[config.mk]
export PLATFORM = sky130hd
export DESIGN_NAME = nor_erase_seq
export DESIGN_NICKNAME = d
export VERILOG_FILES = /design/src/rtl/nor_erase_seq.sv
export SDC_FILE = /design/constraint.sdc
export NUM_CORES = 1
export LEC_CHECK = 0
export BUFFER_PORTS_ARGS = -buffer_cell sky130_fd_sc_hd__clkbuf_2
export CORE_MARGIN = 1
export CORE_UTILIZATION = 50
export CTS_CLUSTER_SIZE = 10
export DETAILED_ROUTE_END_ITERATION = 16
export PLACE_DENSITY = 0.71
export SLEW_MARGIN = 20
export SYNTH_ARGS = -nofsm -noshare
export SYNTH_HDL_FRONTEND = slang
export SYNTH_SLANG_ARGS = --single-unit
export TNS_END_PERCENT = 10
[constraint.sdc]
create_clock -name clk -period 4.3 [get_ports clk]
set_input_delay 0.86 -clock clk [delete_from_list [all_inputs] [get_ports clk]]
set_output_delay 0.86 -clock clk [all_outputs]
set_load 0.05 [all_outputs]
[src/rtl/nor_erase_seq.sv]
`timescale 1ns/1ps
module nor_erase_seq #(
  parameter int DEV_LOG2   = 24,
  parameter int LARGE_LOG2 = 16,
  parameter int SMALL_LOG2 = 12,
  parameter longint unsigned TMO_CYCLES = 64'd4_000_000_000
) (
  input  logic                clk,
  input  logic                rst_n,
  input  logic                req_valid,
  input  logic [DEV_LOG2-1:0] req_addr,
  input  logic [DEV_LOG2:0]   req_len,
  input  logic                cfg_small_en,
  input  logic                cfg_addr4,
  input  logic                abort_req,
  output logic                busy,
  output logic                done,
  output logic [1:0]          result,
  output logic                spi_cs,
  output logic                xfer_start,
  output logic [7:0]          xfer_tx,
  input  logic                xfer_done,
  input  logic [7:0]          xfer_rx
);
  localparam int AW = DEV_LOG2;
  localparam int LW = DEV_LOG2 + 1;
  localparam int TW = $clog2(TMO_CYCLES + 1);
  localparam logic [LW-1:0] DEV_BYTES   = LW'(1) << AW;
  localparam logic [LW-1:0] LARGE_BYTES = LW'(1) << LARGE_LOG2;
  localparam logic [LW-1:0] SMALL_BYTES = LW'(1) << SMALL_LOG2;
  localparam logic [TW-1:0] TMO = TW'(TMO_CYCLES);

  localparam logic [7:0] OP_RDSR  = 8'h05;
  localparam logic [7:0] OP_WREN  = 8'h06;
  localparam logic [7:0] OP_SMALL = 8'h20;
  localparam logic [7:0] OP_LARGE = 8'hD8;
  localparam logic [7:0] OP_CHIP  = 8'hC7;

  localparam logic [1:0] RES_OK  = 2'b00;
  localparam logic [1:0] RES_LEN = 2'b01;
  localparam logic [1:0] RES_TMO = 2'b10;
  localparam logic [1:0] RES_ABT = 2'b11;

  typedef enum logic [3:0] {
    S_IDLE, S_POLL_OP, S_POLL_RD, S_POLL_CHK, S_WREN,
    S_GAP, S_ERS_OP, S_ERS_ADR, S_ADV, S_FIN
  } st_t;

  st_t            st;
  logic           pend, chip, fin_wait, small_en, addr4, wip;
  logic [AW-1:0]  addr;
  logic [LW-1:0]  len;
  logic [1:0]     bidx;
  logic [TW-1:0]  tmr;

  wire unused_rx = ^xfer_rx[7:1];

  wire           large_aligned = (addr[LARGE_LOG2-1:0] == '0);
  wire           use_large = !small_en || (large_aligned && len >= LARGE_BYTES);
  wire [LW-1:0]  step      = use_large ? LARGE_BYTES : SMALL_BYTES;
  wire [LW-1:0]  nlen      = chip ? '0 : len - step;
  wire [31:0]    addr32    = 32'(addr);
  wire           polling   = (st == S_POLL_OP) || (st == S_POLL_RD) || (st == S_POLL_CHK);
  wire           byte_ok   = pend && xfer_done;
  wire           len_bad   = cfg_small_en ? |req_len[SMALL_LOG2-1:0]
                                          : |req_len[LARGE_LOG2-1:0];

  assign spi_cs     = (st == S_POLL_OP) || (st == S_POLL_RD) || (st == S_WREN) ||
                      (st == S_ERS_OP)  || (st == S_ERS_ADR);
  assign xfer_start = spi_cs && !pend;
  assign busy       = (st != S_IDLE);
  assign done       = (st == S_FIN);

  always_comb begin
    case (st)
      S_POLL_OP: xfer_tx = OP_RDSR;
      S_WREN:    xfer_tx = OP_WREN;
      S_ERS_OP:  xfer_tx = chip ? OP_CHIP : (use_large ? OP_LARGE : OP_SMALL);
      S_ERS_ADR: xfer_tx = addr32[{bidx, 3'b000} +: 8];
      default:   xfer_tx = 8'h00;
    endcase
  end

  always_ff @(posedge clk) begin
    if (!rst_n)          pend <= 1'b0;
    else if (xfer_start) pend <= 1'b1;
    else if (xfer_done)  pend <= 1'b0;
  end

  always_ff @(posedge clk) begin
    if (!rst_n || !polling) tmr <= '0;
    else if (tmr != TMO)    tmr <= tmr + 1'b1;
  end

  always_ff @(posedge clk) begin
    if (!rst_n) begin
      st       <= S_IDLE;
      result   <= RES_OK;
      chip     <= 1'b0;
      fin_wait <= 1'b0;
      small_en <= 1'b0;
      addr4    <= 1'b0;
      wip      <= 1'b0;
      addr     <= '0;
      len      <= '0;
      bidx     <= '0;
    end else begin
      case (st)
        S_IDLE: if (req_valid) begin
          addr     <= req_addr;
          len      <= req_len;
          small_en <= cfg_small_en;
          addr4    <= cfg_addr4;
          chip     <= (req_len == DEV_BYTES);
          fin_wait <= (req_len == '0);
          result   <= RES_OK;
          if (len_bad) begin
            result <= RES_LEN;
            st     <= S_FIN;
          end else begin
            st <= S_POLL_OP;
          end
        end
        S_POLL_OP: if (byte_ok) st <= S_POLL_RD;
        S_POLL_RD: if (byte_ok) begin
          wip <= xfer_rx[0];
          st  <= S_POLL_CHK;
        end
        S_POLL_CHK: begin
          if (!wip)            st <= fin_wait ? S_FIN : S_WREN;
          else if (tmr == TMO) begin
            result <= RES_TMO;
            st     <= S_FIN;
          end else             st <= S_POLL_OP;
        end
        S_WREN: if (byte_ok) st <= S_GAP;
        S_GAP:  st <= S_ERS_OP;
        S_ERS_OP: if (byte_ok) begin
          if (chip) st <= S_ADV;
          else begin
            bidx <= addr4 ? 2'd3 : 2'd2;
            st   <= S_ERS_ADR;
          end
        end
        S_ERS_ADR: if (byte_ok) begin
          if (bidx == 2'd0) st <= S_ADV;
          else              bidx <= bidx - 2'd1;
        end
        S_ADV: begin
          addr <= addr + AW'(step);
          len  <= nlen;
          if (nlen == '0) begin
            fin_wait <= 1'b1;
            st       <= S_POLL_OP;
          end else if (abort_req) begin
            result <= RES_ABT;
            st     <= S_FIN;
          end else begin
            st <= S_POLL_OP;
          end
        end
        S_FIN:   st <= S_IDLE;
        default: st <= S_IDLE;
      endcase
    end
  end
endmodule


Word level (Yosys, flattened, before mapping)
Cells that the tools add are included.
{ "word_totals": {"ff_bits": 95, "latch_bits": 0, "mem_bits_rw": 0, "romBits": 0, "out_inout_bits": 14, "memories": 0} }
{ "op_classes": {"addsub": 4, "multipliers": 0, "div_mod_pow": 0, "magnitude_cmp": 1, "n_eq_ne": 26, "shifts": 1, "mux": 43, "bitwise": 0, "n_reduce_logical": 33} }
{ "op_table": {"columns": ["op", "count"], "rows": [
  ["$mux 4", 14],
  ["$logic_not 25->1", 2],
  ["$mux 25", 2],
  ["$pmux 25 s2", 1],
  ["$pmux 24 s2", 1],
  ["$pmux 4 s9", 1],
  ["$add 32x1->32 const B", 1],
  ["$eq 32x32->1 const B", 1],
  ["$ne 32x32->1 const B", 1],
  ["$pmux 8 s4", 1],
  ["$shiftx 32x6->8", 1],
  ["$eq 25x25->1 const B", 1],
  ["$ge 25x17->1 const B", 1],
  ["$sub 25x17->25", 1],
  ["$add 24x17->24", 1],
  ["$mux 24", 1],
  ["$ne 2x2->1 const B", 12],
  ["$mux 2", 9],
  ["$mux 17", 1],
  ["$eq 4x3->1 const B", 4],
  ["$logic_not 16->1", 1],
  ["$mux 8", 2],
  ["$reduce_or 16->1", 1],
  ["$reduce_or 12->1", 1],
  ["22 further kinds", 46]
]} }

Logic depth before layout (Yosys ltp)
Gate-level depths: netlist of run 1.
{ "logic_depth": {"word_depth": 9, "ltp_mapped": 13} }

Least setup slack after synthesis of run 1
Ideal clock, no wire load.
{ "synth_path": {"kind": "register to output", "startpoint": "reg st[1]", "endpoint": "out xfer_start", "arrival_ps": 3010, "required_time_ps": 3440, "slack_ps": 430, "stages_incl_launch_ff": 6, "n_path_buf": 2, "cell_sequence": "dfxtp_1 -> clkbuf_1 -> clkbuf_1 -> xor2_1 -> a211oi_1 -> nor2b_1"} }
{ "synth_between": {"elab_chain_len": 6, "word_cells_on_any_way": 10} }
{ "synth_rtl": {"columns": ["item", "line_no", "text"], "rows": [
  ["from (decl)", "49", "st_t st;"],
  ["from (signal assigned)", "130", "if (!wip) st <= fin_wait ? S_FIN : S_WREN;"],
  ["$eq 4x1->1 or $eq 4x2->1 (tied branches)", "68", "assign spi_cs = (st == S_POLL_OP) || (st == S_POLL_RD) || (st == S_WREN) ||"],
  ["$logic_or 1x1->1 (3 in series)", "68", null],
  ["$logic_or 1x1->1 (*)", "69", "(st == S_ERS_OP) || (st == S_ERS_ADR);"],
  ["via spi_cs", "19", "output logic spi_cs,"],
  ["$logic_and 1x1->1 (*)", "70", "assign xfer_start = spi_cs && !pend;"],
  ["to (decl)", "20", "output logic xfer_start,"]
]} }
Mark *: on every way through the listed nets, which the timed path passes. The rest lies on a longest branch.

Worst setup path after layout of run 1
{ "layout_path": {"startpoint": "reg addr[0]", "endpoint": "out xfer_tx[7]"} }
{ "layout_between": {"elab_chain_len": 6} }
{ "layout_rtl": {"columns": ["item", "line_no", "text"], "rows": [
  ["from (decl)", "51", "logic [AW-1:0] addr;"],
  ["from (signal assigned)", "110", "addr <= req_addr;"],
  ["from (signal assigned)", "150", "addr <= addr + AW'(step);"],
  ["$logic_not 16->1", "58", "wire large_aligned = (addr[LARGE_LOG2-1:0] == '0);"],
  ["$logic_and 1x1->1", "59", "wire use_large = !small_en || (large_aligned && len >= LARGE_BYTES);"],
  ["$logic_or 1x1->1", "59", null],
  ["$mux 8 (2 in series)", "78", "S_ERS_OP: xfer_tx = chip ? OP_CHIP : (use_large ? OP_LARGE : OP_SMALL);"],
  ["$pmux 8 s4", "75", "case (st)"],
  ["to (decl)", "21", "output logic [7:0] xfer_tx,"]
]} }
Every way passes these cells.

==> flow_metrics.env, run 1 <==
export IMPL_outcome="complete, no violations"
export IMPL_grt_start_max_net_pins=38
export IMPL_p_comb_share_pct=48.4
export IMPL_synth_seq_cells=95
export IMPL_worst_slew_pin_slew_ns=0.911
export IMPL_place_congestion=0.891
export IMPL_vias=5347
export IMPL_cts_buffers=9
export IMPL_r2r_start="len[19]$_SDFFE_PN0P_"
export IMPL_yosysUniqueCellTypes=64
export IMPL_gr_usage_all_layers_pct=26.8
export IMPL_syn_area_per_cell_um2=7.68
export IMPL_ff2ff_setup_slack_ns=0.64
export IMPL_crit_required_ns=3.44
export IMPL_maxCapViolCount=0
export IMPL_placed_area_um2=5690
export IMPL_diodes=0
export IMPL_numPortBuffers=70
export IMPL_crit_arrival_ns=2.81
export IMPL_slew_headroom_pct=38.9
export IMPL_cts_root_buf="clkbuf_8"
export IMPL_fillers=1010
export IMPL_die_y_um=105
export IMPL_reg2reg_to="result[1]$_SDFFE_PN0P_"
export IMPL_postRouteAntennaNets=0
export IMPL_ys_seq_area_share_pct=36.1
export IMPL_min_from="addr[8]$_SDFFE_PN0P_"
export IMPL_power_leakage_nw=2.12
export IMPL_ir_worst_vdd_v=0.000458
export IMPL_critPathLaunchType="flip-flop"
export IMPL_fin_crit_ns=3.67
export IMPL_drtIter0Drc=473
export IMPL_netlist_instances=686
export IMPL_whs_path_depth=2
export IMPL_drive_gt1_share_pct=15.0
export IMPL_cts_sinks=95
export IMPL_hp_class="flip-flop to flip-flop"
export IMPL_crit_type="flip-flop to primary output"
export IMPL_core_um2=10300
export IMPL_cts_tree="done"
export IMPL_row_count=37
export IMPL_p_int_mw=1.87
export IMPL_max_freq_ghz=0.273
export IMPL_grt_first_pass_wirelength_um=23800
export IMPL_totalNegativeSetupSlack_ns=0
export IMPL_postCtsHoldBufs=0
export IMPL_power_switching_mw=1.67
export IMPL_die_area_um2=11000
export IMPL_skew_ns=0.0110
export IMPL_switching_share_pct=47.2
export IMPL_min_period_over_period_pct=85.3
export IMPL_synth_nets=756
export IMPL_antenna_found_initial=0
export IMPL_synth_edf_count=0
export IMPL_drv_slew=0
export IMPL_syn_to_final_growth_pct=11.3
export IMPL_die_w_um=105
export IMPL_post_cts_resized=0
export IMPL_viasPerCell=6.10
export IMPL_layout_nets=805
export IMPL_dr_pass1_iters=6
export IMPL_rsz0062_at_grt="false"
export IMPL_clkSlewWorstSetupHoldPaths_ns=0.10
export IMPL_stdcell_area_um2=5860
export IMPL_layout_common_cells="99 x nor2_1, 95 x dfxtp_1, 75 x nand2_1, 70 x clkbuf_2, 55 x a21oi_1"
export IMPL_power_frac_seq_pct=36.1
export IMPL_cp_max_fo=14
export IMPL_async_reset_ff_share_pct=0
export IMPL_finalHoldViolations=0
export IMPL_setup_violations=0
export IMPL_crit_path_end_kind="primary output"
export IMPL_grt_overflow=0
export IMPL_drt_total_wl_um=14300
export IMPL_dp_hpwl_um=10500
export IMPL_htreeDepth=3
export IMPL_start_util_pct=51.3
export IMPL_fin_util_pct=57.0
export IMPL_ys_warn_count=0
export IMPL_clkLatencyLatePin_ns=0.38
export IMPL_final_common_cell="nor2_1"
export IMPL_synth_area_um2=5270
export IMPL_clkPwrFrac_pct=15.5
export IMPL_clk_path_buf_depth=2
export IMPL_min_to="addr[8]$_SDFFE_PN0P_"
export IMPL_postCtsSetupBuffers=0
export IMPL_num_io_pins=78
export IMPL_yosys_most_used_dff="dfxtp_1"
export IMPL_power_density_nw_per_um2=605
export IMPL_grt_pass1_vias=5061
export IMPL_reg2reg_depth=11
export IMPL_wl_per_cell_um=16.3
export IMPL_drc=0
[power by group through the flow]
stage,Sequential [mW],Clock (mW),Combinational (mW)
after floorplan,1.20,0,1.37
after global placement,1.28,0,1.64
after detailed placement,1.29,0,1.69
after CTS,1.27,0.560,1.70
after global routing,1.31,0.601,1.89
final,1.28,0.550,1.72
[Yosys cell counts (6+ instances only)]
cell type	instances	share of area (%)
a211oi_1	8	1.1
ha_1	6	1.4
a22oi_1	17	2.4
or3_1	11	1.3
xnor2_1	21	3.5
mux2i_1	10	1.9
a31oi_1	7	0.83
nor4_1	20	2.4
nand4_1	13	1.5
o21ai_0	34	3.2
nand2_1	75	5.3
nor2_1	99	7.1
a21oi_1	55	5.2
clkbuf_1	35	2.5
inv_1	23	1.6
nand3_1	19	1.8
a221oi_1	7	1.2
and3_1	7	0.83
and2_1	7	0.83
nor3_1	19	1.8
xor2_1	13	2.2
dfxtp_1	95	36
[registers in the layout (all words and copies together) (netlist names)]
signal / cells
st: 4
result: 2
addr: 24
wip: 1
len: 25
fin_wait: 1
addr4: 1
bidx: 2
tmr: 32
small_en: 1
chip: 1
pend: 1
[metrics by stage]
step	total power [mW]	instances	worst slack (ns)	hold WS [ns]
final	3.55	876	0.633	0.482
after global routing	3.79	876	0.410	0.513
after CTS	3.53	876	0.655	0.481
after detailed placement	2.99	860	0.704	0.470
after global placement	2.93	859	0.791	0.463
after floorplan	2.57	686	0.430	0.446
[cell type report]
type / count / area (um^2) / area share, %
inverters: 23 / 86.3 / 1.47
repair buffers: 78 / 414 / 7.06
flip-flops and latches: 95 / 1900 / 32.4
well taps: 136 / 170 / 2.90
clock inverters: 7 / 46.3 / 0.790
multi-input cells: 528 / 3120 / 53.2
clock buffers: 9 / 124 / 2.11
[layer usage]
layer | vias to the layer above | wire length, um | GRT usage [%]
met5 | - | 0 | 0
met1 | 2515 | 6160 | 33.9
met3 | 32 | 1010 | 7.17
met2 | 206 | 6810 | 43.7
li1 | 2594 | - | -
met4 | 0 | 331 | 9.66
[critical path: stages (launching register included)]
cell,delay (ns)
dfxtp_1,0.34
nor4_1,0.44
nand4_1,0.33
o21ai_1,0.26
buf_4,0.24
inv_1,0.16
a211oi_1,0.31
clkbuf_2,0.34
[how the worst max path moves through the flow]
stage / start / endpoint
floorplan: st[1]$_SDFFE_PN0P_ / xfer_start
global placement: len[19]$_SDFFE_PN0P_ / result[1]$_SDFFE_PN0P_
detailed placement: len[19]$_SDFFE_PN0P_ / result[1]$_SDFFE_PN0P_
CTS: addr[0]$_SDFFE_PN0P_ / xfer_tx[7]
global route: addr[0]$_SDFFE_PN0P_ / result[1]$_SDFFE_PN0P_
finish: addr[0]$_SDFFE_PN0P_ / xfer_tx[7]
[cells by family after synthesis]
| kind of cell | synth area share [%] |
|---|---|
| AO/OA/AOI/OAI | 21.0 |
| XOR/XNOR | 5.65 |
| adder cells (fa/ha/maj) | 1.61 |
| buffers and inverters | 4.70 |
| flip-flops | 36.1 |
| multiplexers | 2.75 |
| AND/OR/NAND/NOR | 28.2 |
(Power assumes the default switching activity.)
==> inputs of run 2 (changes only) <==
- MAX_ROUTING_LAYER: default -> met4
- clock period: 4.3 -> 3.7 ns (I/O delays scaled with it)
==> flow_metrics.env, run 2 (synthesis results as in run 1) <==
export IMPL_drtIter0Drc=382
export IMPL_final_common_cell="nor2_1"
export IMPL_viasPerCell=6.00
export IMPL_reg_top3="tmr (32), len (25), addr (24)"
export IMPL_cts_sinks=95
export IMPL_switching_share_pct=45.8
export IMPL_grt_pass1_vias=4997
export IMPL_place_congestion=0.936
export IMPL_largest_reg_flops=32
export IMPL_cts_tree="done"
export IMPL_diodes=0
export IMPL_postCtsSetupBuffers=0
export IMPL_die_area_um2=11000
export IMPL_row_count=37
export IMPL_critPathLaunchType="flip-flop"
export IMPL_power_density_nw_per_um2=716
export IMPL_vias=5270
export IMPL_postRouteAntennaNets=0
export IMPL_slew_headroom_pct=33.0
export IMPL_finalHoldViolations=0
export IMPL_ir_worst_vdd_v=0.000339
export IMPL_min_period_over_period_pct=93.5
export IMPL_crit_path_end_kind="flip-flop"
export IMPL_rsz0062_at_grt="false"
export IMPL_die_w_um=105
export IMPL_dr_pass1_iters=6
export IMPL_crit_arrival_ns=3.75
export IMPL_maxCapViolCount=0
export IMPL_setup_violations=0
export IMPL_drc=0
export IMPL_start_util_pct=51.3
export IMPL_p_int_mw=2.29
export IMPL_syn_to_final_growth_pct=12.2
export IMPL_clk_path_buf_depth=2
export IMPL_layout_common_cells="99 x nor2_1, 95 x dfxtp_1, 75 x nand2_1, 70 x clkbuf_2, 55 x a21oi_1"
export IMPL_wl_per_cell_um=16.3
export IMPL_clkSlewWorstSetupHoldPaths_ns=0.09
export IMPL_outcome="complete, no violations"
export IMPL_drt_total_wl_um=14300
export IMPL_hp_class="flip-flop to flip-flop"
export IMPL_numPortBuffers=70
export IMPL_worst_slew_pin_slew_ns=1.00
export IMPL_layout_nets=807
export IMPL_core_um2=10300
export IMPL_cp_max_fo=7
export IMPL_die_y_um=105
export IMPL_num_io_pins=78
export IMPL_p_comb_share_pct=49.1
export IMPL_htreeDepth=3
export IMPL_ff2ff_setup_slack_ns=0.24
export IMPL_finalWorstSetupSlack_ns=0.239
export IMPL_cts_buffers=9
export IMPL_drive_gt1_share_pct=15.2
export IMPL_gr_usage_all_layers_pct=27.6
export IMPL_place_ws_ns=0.197
export IMPL_top_register="tmr"
export IMPL_cts_root_buf="clkbuf_8"
export IMPL_power_frac_seq_pct=34.3
export IMPL_power_leakage_nw=2.14
export IMPL_crit_type="flip-flop to flip-flop"
export IMPL_skew_ns=0.00651
export IMPL_power_switching_mw=1.94
export IMPL_clkPwrFrac_pct=16.7
export IMPL_max_freq_ghz=0.289
export IMPL_dp_hpwl_um=10200
export IMPL_drv_slew=0
export IMPL_fin_crit_ns=3.46
export IMPL_clkLatencyLatePin_ns=0.37
export IMPL_antenna_found_initial=0
export IMPL_grt_start_max_net_pins=57
export IMPL_grt_overflow=0
export IMPL_crit_required_ns=3.98
export IMPL_grt_first_pass_wirelength_um=23900
export IMPL_totalNegativeSetupSlack_ns=0
export IMPL_fin_total_pwr_mw=4.23
[run 2: changes by cell type in the layout (fill, tap and decap cells not counted), moves of 2 or more]
cell / before / now
buf_4: 7 / 10
inv_6: 3 / 0
clkinv_2: 4 / 2
clkinv_4: 0 / 2
[run 2: cell type report]
cell class / instances / area (um^2)
Clock inverter: 5 / 57.6
Timing Repair Buffer: 80 / 425
Sequential cell: 95 / 1900
Fill cell: 1021 / 4370
Multi-Input combinational cell: 528 / 3130
Inverter: 23 / 86.3
Clock buffer: 11 / 141
Tap cell: 136 / 170
[run 2: metrics by stage]
stage	instances	util [%]	instance area, um^2	hold slack (ns)
floorplan	686	-	5270	0.446
global placement	862	55.6	5710	0.461
detailed placement	862	55.6	5710	0.467
CTS	878	57.5	5910	0.480
global route	878	57.5	5910	0.505
finish	878	57.5	5910	0.480
[run 2: critical path: stages (launching register included)]
cell and delay [ns]:
dfxtp_1 0.36, or3_1 0.52, nor4b_4 0.28, o21ai_1 0.13, nor2_1 0.13, ha_1 0.23
or3b_2 0.52, a2111oi_1 0.55, a21oi_1 0.10, o2111ai_1 0.20, o211ai_1 0.15, a211oi_1 0.22
[run 2: repair_timing]
action / 4_1_cts / 5_1_grt
endpoints found under the setup margin: 0 / 4
hold buffers: 0 / 0
gates resized for setup: 0 / 1
[run 2: power groups by stage]
stage,sequential [mW],combinational (mW),clock [mW]
6_report,1.45,2.08,0.705
5_1_grt,1.48,2.27,0.765
4_1_cts,1.45,2.05,0.725
3_5_place_dp,1.47,2.05,0
3_3_place_gp,1.46,2.01,0
2_1_floorplan,1.39,1.59,0
[run 2: path summary, 6_finish.rpt]
kind | cells after the start | end | from
setup / recovery | 11 | result[1]$_SDFFE_PN0P_ | len[19]$_SDFFE_PN0P_
hold / removal | 2 | addr[10]$_SDFFE_PN0P_ | addr[10]$_SDFFE_PN0P_
setup reg to reg | 11 | result[1]$_SDFFE_PN0P_ | len[19]$_SDFFE_PN0P_
hold reg to reg | 2 | addr[10]$_SDFFE_PN0P_ | addr[10]$_SDFFE_PN0P_
[run 2: routing by layer]
metal | part of all wire, % | global-route usage, %
met1 | 46 | 34.8
met2 | 47 | 44.2
met5 | 0 | -
met3 | 4.8 | 4.68
met4 | 2.3 | 10.6
==> inputs of run 3 (changes only) <==
- ABC_AREA: default -> 1
==> flow_metrics.env, run 3 <==
export IMPL_cp_top_family="simple AND/OR/NAND/NOR gates"
export IMPL_drive_gt1_share_pct=16.4
export IMPL_drtIter0Drc=453
export IMPL_fin_cells=1052
export IMPL_dp_hpwl_um=10400
export IMPL_postCtsHoldBufs=0
export IMPL_rsz0062_at_grt="false"
export IMPL_vias=5633
export IMPL_crit_type="flip-flop to flip-flop"
export IMPL_final_common_cell="nand2_1"
export IMPL_diodes=0
export IMPL_crit_top_cell="nor2_1"
export IMPL_grt_first_pass_wirelength_um=23600
export IMPL_antenna_found_initial=0
export IMPL_reg_top3="tmr (32), len (25), addr (24)"
export IMPL_crit_required_ns=3.98
export IMPL_setup_violations=0
export IMPL_power_density_nw_per_um2=734
export IMPL_row_count=38
export IMPL_drt_total_wl_um=14200
export IMPL_crit_path_end_kind="flip-flop"
export IMPL_finalWorstSetupSlack_ns=0.716
export IMPL_hp_class="flip-flop to flip-flop"
export IMPL_async_reset_ff_share_pct=0
export IMPL_path_cells="inv_2 > nand2_4 > nor2_1 > nand2_1 > nand3_2 > nand2_4 > inv_4 > ha_1 > inv_1 > nor2_1 > a21oi_1 > inv_1 > nor2_1 > nand3_1 > nand2_1 > nor2_1 > nor2_2 > nand3_1 > nand2_1 > inv_1 > nor2_1 > nor2_1"
export IMPL_start_util_pct=51.1
export IMPL_largest_reg_flops=32
export IMPL_clk_path_buf_depth=2
export IMPL_place_ws_ns=0.720
export IMPL_clkLatencyLatePin_ns=0.39
export IMPL_maxCapViolCount=0
export IMPL_postCtsSetupBuffers=0
export IMPL_core_um2=10800
export IMPL_cts_root_buf="clkbuf_8"
export IMPL_reg2reg_depth=22
export IMPL_htreeDepth=3
export IMPL_ff2ff_setup_slack_ns=0.72
export IMPL_syn_to_final_growth_pct=12.1
export IMPL_place_congestion=0.918
export IMPL_ff_latch_area_um2=1900
export IMPL_finalHoldViolations=0
export IMPL_synth_seq_cells=95
export IMPL_slew_headroom_pct=50.5
export IMPL_r2r_start="len[17]$_SDFFE_PN0P_"
export IMPL_die_w_um=107
export IMPL_fillers=1093
export IMPL_yosys_most_used_dff="dfxtp_1"
export IMPL_cts_sinks=95
export IMPL_max_freq_ghz=0.335
export IMPL_critPathSlowestCell="dfxtp_1"
export IMPL_grt_start_max_net_pins=41
export IMPL_viasPerCell=5.35
export IMPL_cts_buffers=9
export IMPL_synth_top_area_share_pct=34.3
export IMPL_place_inst=1037
export IMPL_netlist_instances=845
export IMPL_top_register="tmr"
export IMPL_outcome="complete, no violations"
export IMPL_critPathLaunchType="flip-flop"
export IMPL_layout_common_cells="163 x nand2_1, 111 x nor2_1, 100 x inv_1, 95 x dfxtp_1, 73 x a21oi_1"
export IMPL_ys_seq_area_share_pct=34.3
export IMPL_power_leakage_nw=2.65
export IMPL_yosysTopAreaCell="dfxtp_1"
export IMPL_synth_most_common_cell="nand2_1"
export IMPL_synth_area_um2=5540
export IMPL_synthTopCellsByCount="163 x nand2_1, 111 x nor2_1, 100 x inv_1"
export IMPL_yosysUniqueCellTypes=51
export IMPL_drv_slew=0
export IMPL_drc=0
export IMPL_grt_pass1_vias=5092
export IMPL_worst_slew_pin_slew_ns=0.739
export IMPL_die_area_um2=11500
export IMPL_layout_nets=978
export IMPL_min_from="len[3]$_SDFFE_PN0P_"
export IMPL_skew_ns=0.0117
export IMPL_die_y_um=107
export IMPL_synth_nets=915
export IMPL_crit_arrival_ns=3.27
export IMPL_syn_area_per_cell_um2=6.56
export IMPL_ys_warn_count=0
export IMPL_multi_input_comb_area_um2=3110
export IMPL_hold_slack_ns=0.467
export IMPL_num_io_pins=78
export IMPL_cts_tree="done"
export IMPL_numPortBuffers=70
export IMPL_cp_num_buf_inv=5
export IMPL_ir_worst_vdd_v=0.000339
export IMPL_dr_pass1_iters=5
export IMPL_grt_overflow=0
export IMPL_whs_path_depth=2
export IMPL_postRouteAntennaNets=0
export IMPL_cp_max_fo=5
export IMPL_gr_usage_all_layers_pct=26.6
export IMPL_synth_area_leaders="dfxtp_1 34%, nand2_1 11%, nor2_1 7.5%, inv_1 6.8%, a21oi_1 6.6%"
export IMPL_synth_edf_count=0
export IMPL_critPathMaxStageDelay_ns=0.43
export IMPL_totalNegativeSetupSlack_ns=0
export IMPL_wl_per_cell_um=13.5
export IMPL_clkSlewWorstSetupHoldPaths_ns=0.09
export IMPL_fin_crit_ns=2.98
export IMPL_min_to="len[3]$_SDFFE_PN0P_"
export IMPL_min_period_over_period_pct=80.7
export IMPL_post_cts_resized=0
export IMPL_reg2reg_to="result[0]$_SDFFE_PN0P_"
export IMPL_fin_total_pwr_mw=4.56
## run 3: cell count changes after synthesis, moves of 12 or more
cell,delta
nor2_2,+12
xnor2_1,-17
clkbuf_1,-20
a22oi_1,-15
a21oi_1,+18
inv_1,+77
o21ai_0,+30
nor2_1,+12
nand3_1,+39
nand2_1,+88
nand2_2,+12
## run 3: kinds of logic after synthesis
logic type	Yosys count	synth area share (%)
AOI/OAI and AO/OA	177	17.7
and+or+nand+nor	423	36.0
adders and majority gates	6	1.35
buffers and inverters	138	9.64
DFF	95	34.3
xor gates and xnor gates	6	0.949
## run 3: metal layers
metal	routed length, um	vias to the layer above	track usage [%]
li1	-	2921	-
met1	6880	2548	33.8
met2	6510	149	43.1
met3	683	15	5.69
met4	163	0	6.56
met5	0	-	-
## run 3: how the worst max path moves through the flow
stage | start | end | slack (ns) | cells past startpoint
final | len[17]$_SDFFE_PN0P_ | result[0]$_SDFFE_PN0P_ | 0.72 | 22
after floorplan | st[2]$_SDFFE_PN0P_ | xfer_start | 0.66 | 6
after CTS | addr[5]$_SDFFE_PN0P_ | result[0]$_SDFFE_PN0P_ | 0.70 | 21
after detailed placement | addr[5]$_SDFFE_PN0P_ | result[0]$_SDFFE_PN0P_ | 0.72 | 21
after global routing | addr[5]$_SDFFE_PN0P_ | result[1]$_SDFFE_PN0P_ | 0.40 | 24
after global placement | addr[5]$_SDFFE_PN0P_ | result[0]$_SDFFE_PN0P_ | 0.73 | 21
## run 3: final cells by class
| cell class | instances | share of cell area (%) |
|---|---|---|
| clock buffers | 12 | 2.34 |
| inverters | 112 | 6.81 |
| well taps | 140 | 2.82 |
| clock inverters | 3 | 0.705 |
| multi-input cells | 612 | 50.1 |
| repair buffers | 78 | 6.61 |
| flip-flops and latches | 95 | 30.6 |
## run 3: through the flow
stage	utilization, %	area, um^2
after floorplan	-	5540
after global placement	55.5	6020
after detailed placement	55.5	6020
after CTS	57.3	6210
after global routing	57.3	6210
final	57.3	6210
## run 3: worst reg2reg max path, delay by kind of cell (launching register included)
family / cells / cell delay, ns
and+or+nand+nor: 15 / 1.48
DFF: 1 / 0.43
buffers and inverters: 5 / 0.41
adders and majority gates: 1 / 0.31
AOI/OAI and AO/OA: 1 / 0.24
## run 3: report_power, final
group,switching (mW),internal (mW),leakage (nW)
clock network,0.375,0.328,0.0964
logic,1.63,0.748,1.78
registers,0.205,1.27,0.777
total,2.21,2.35,2.65
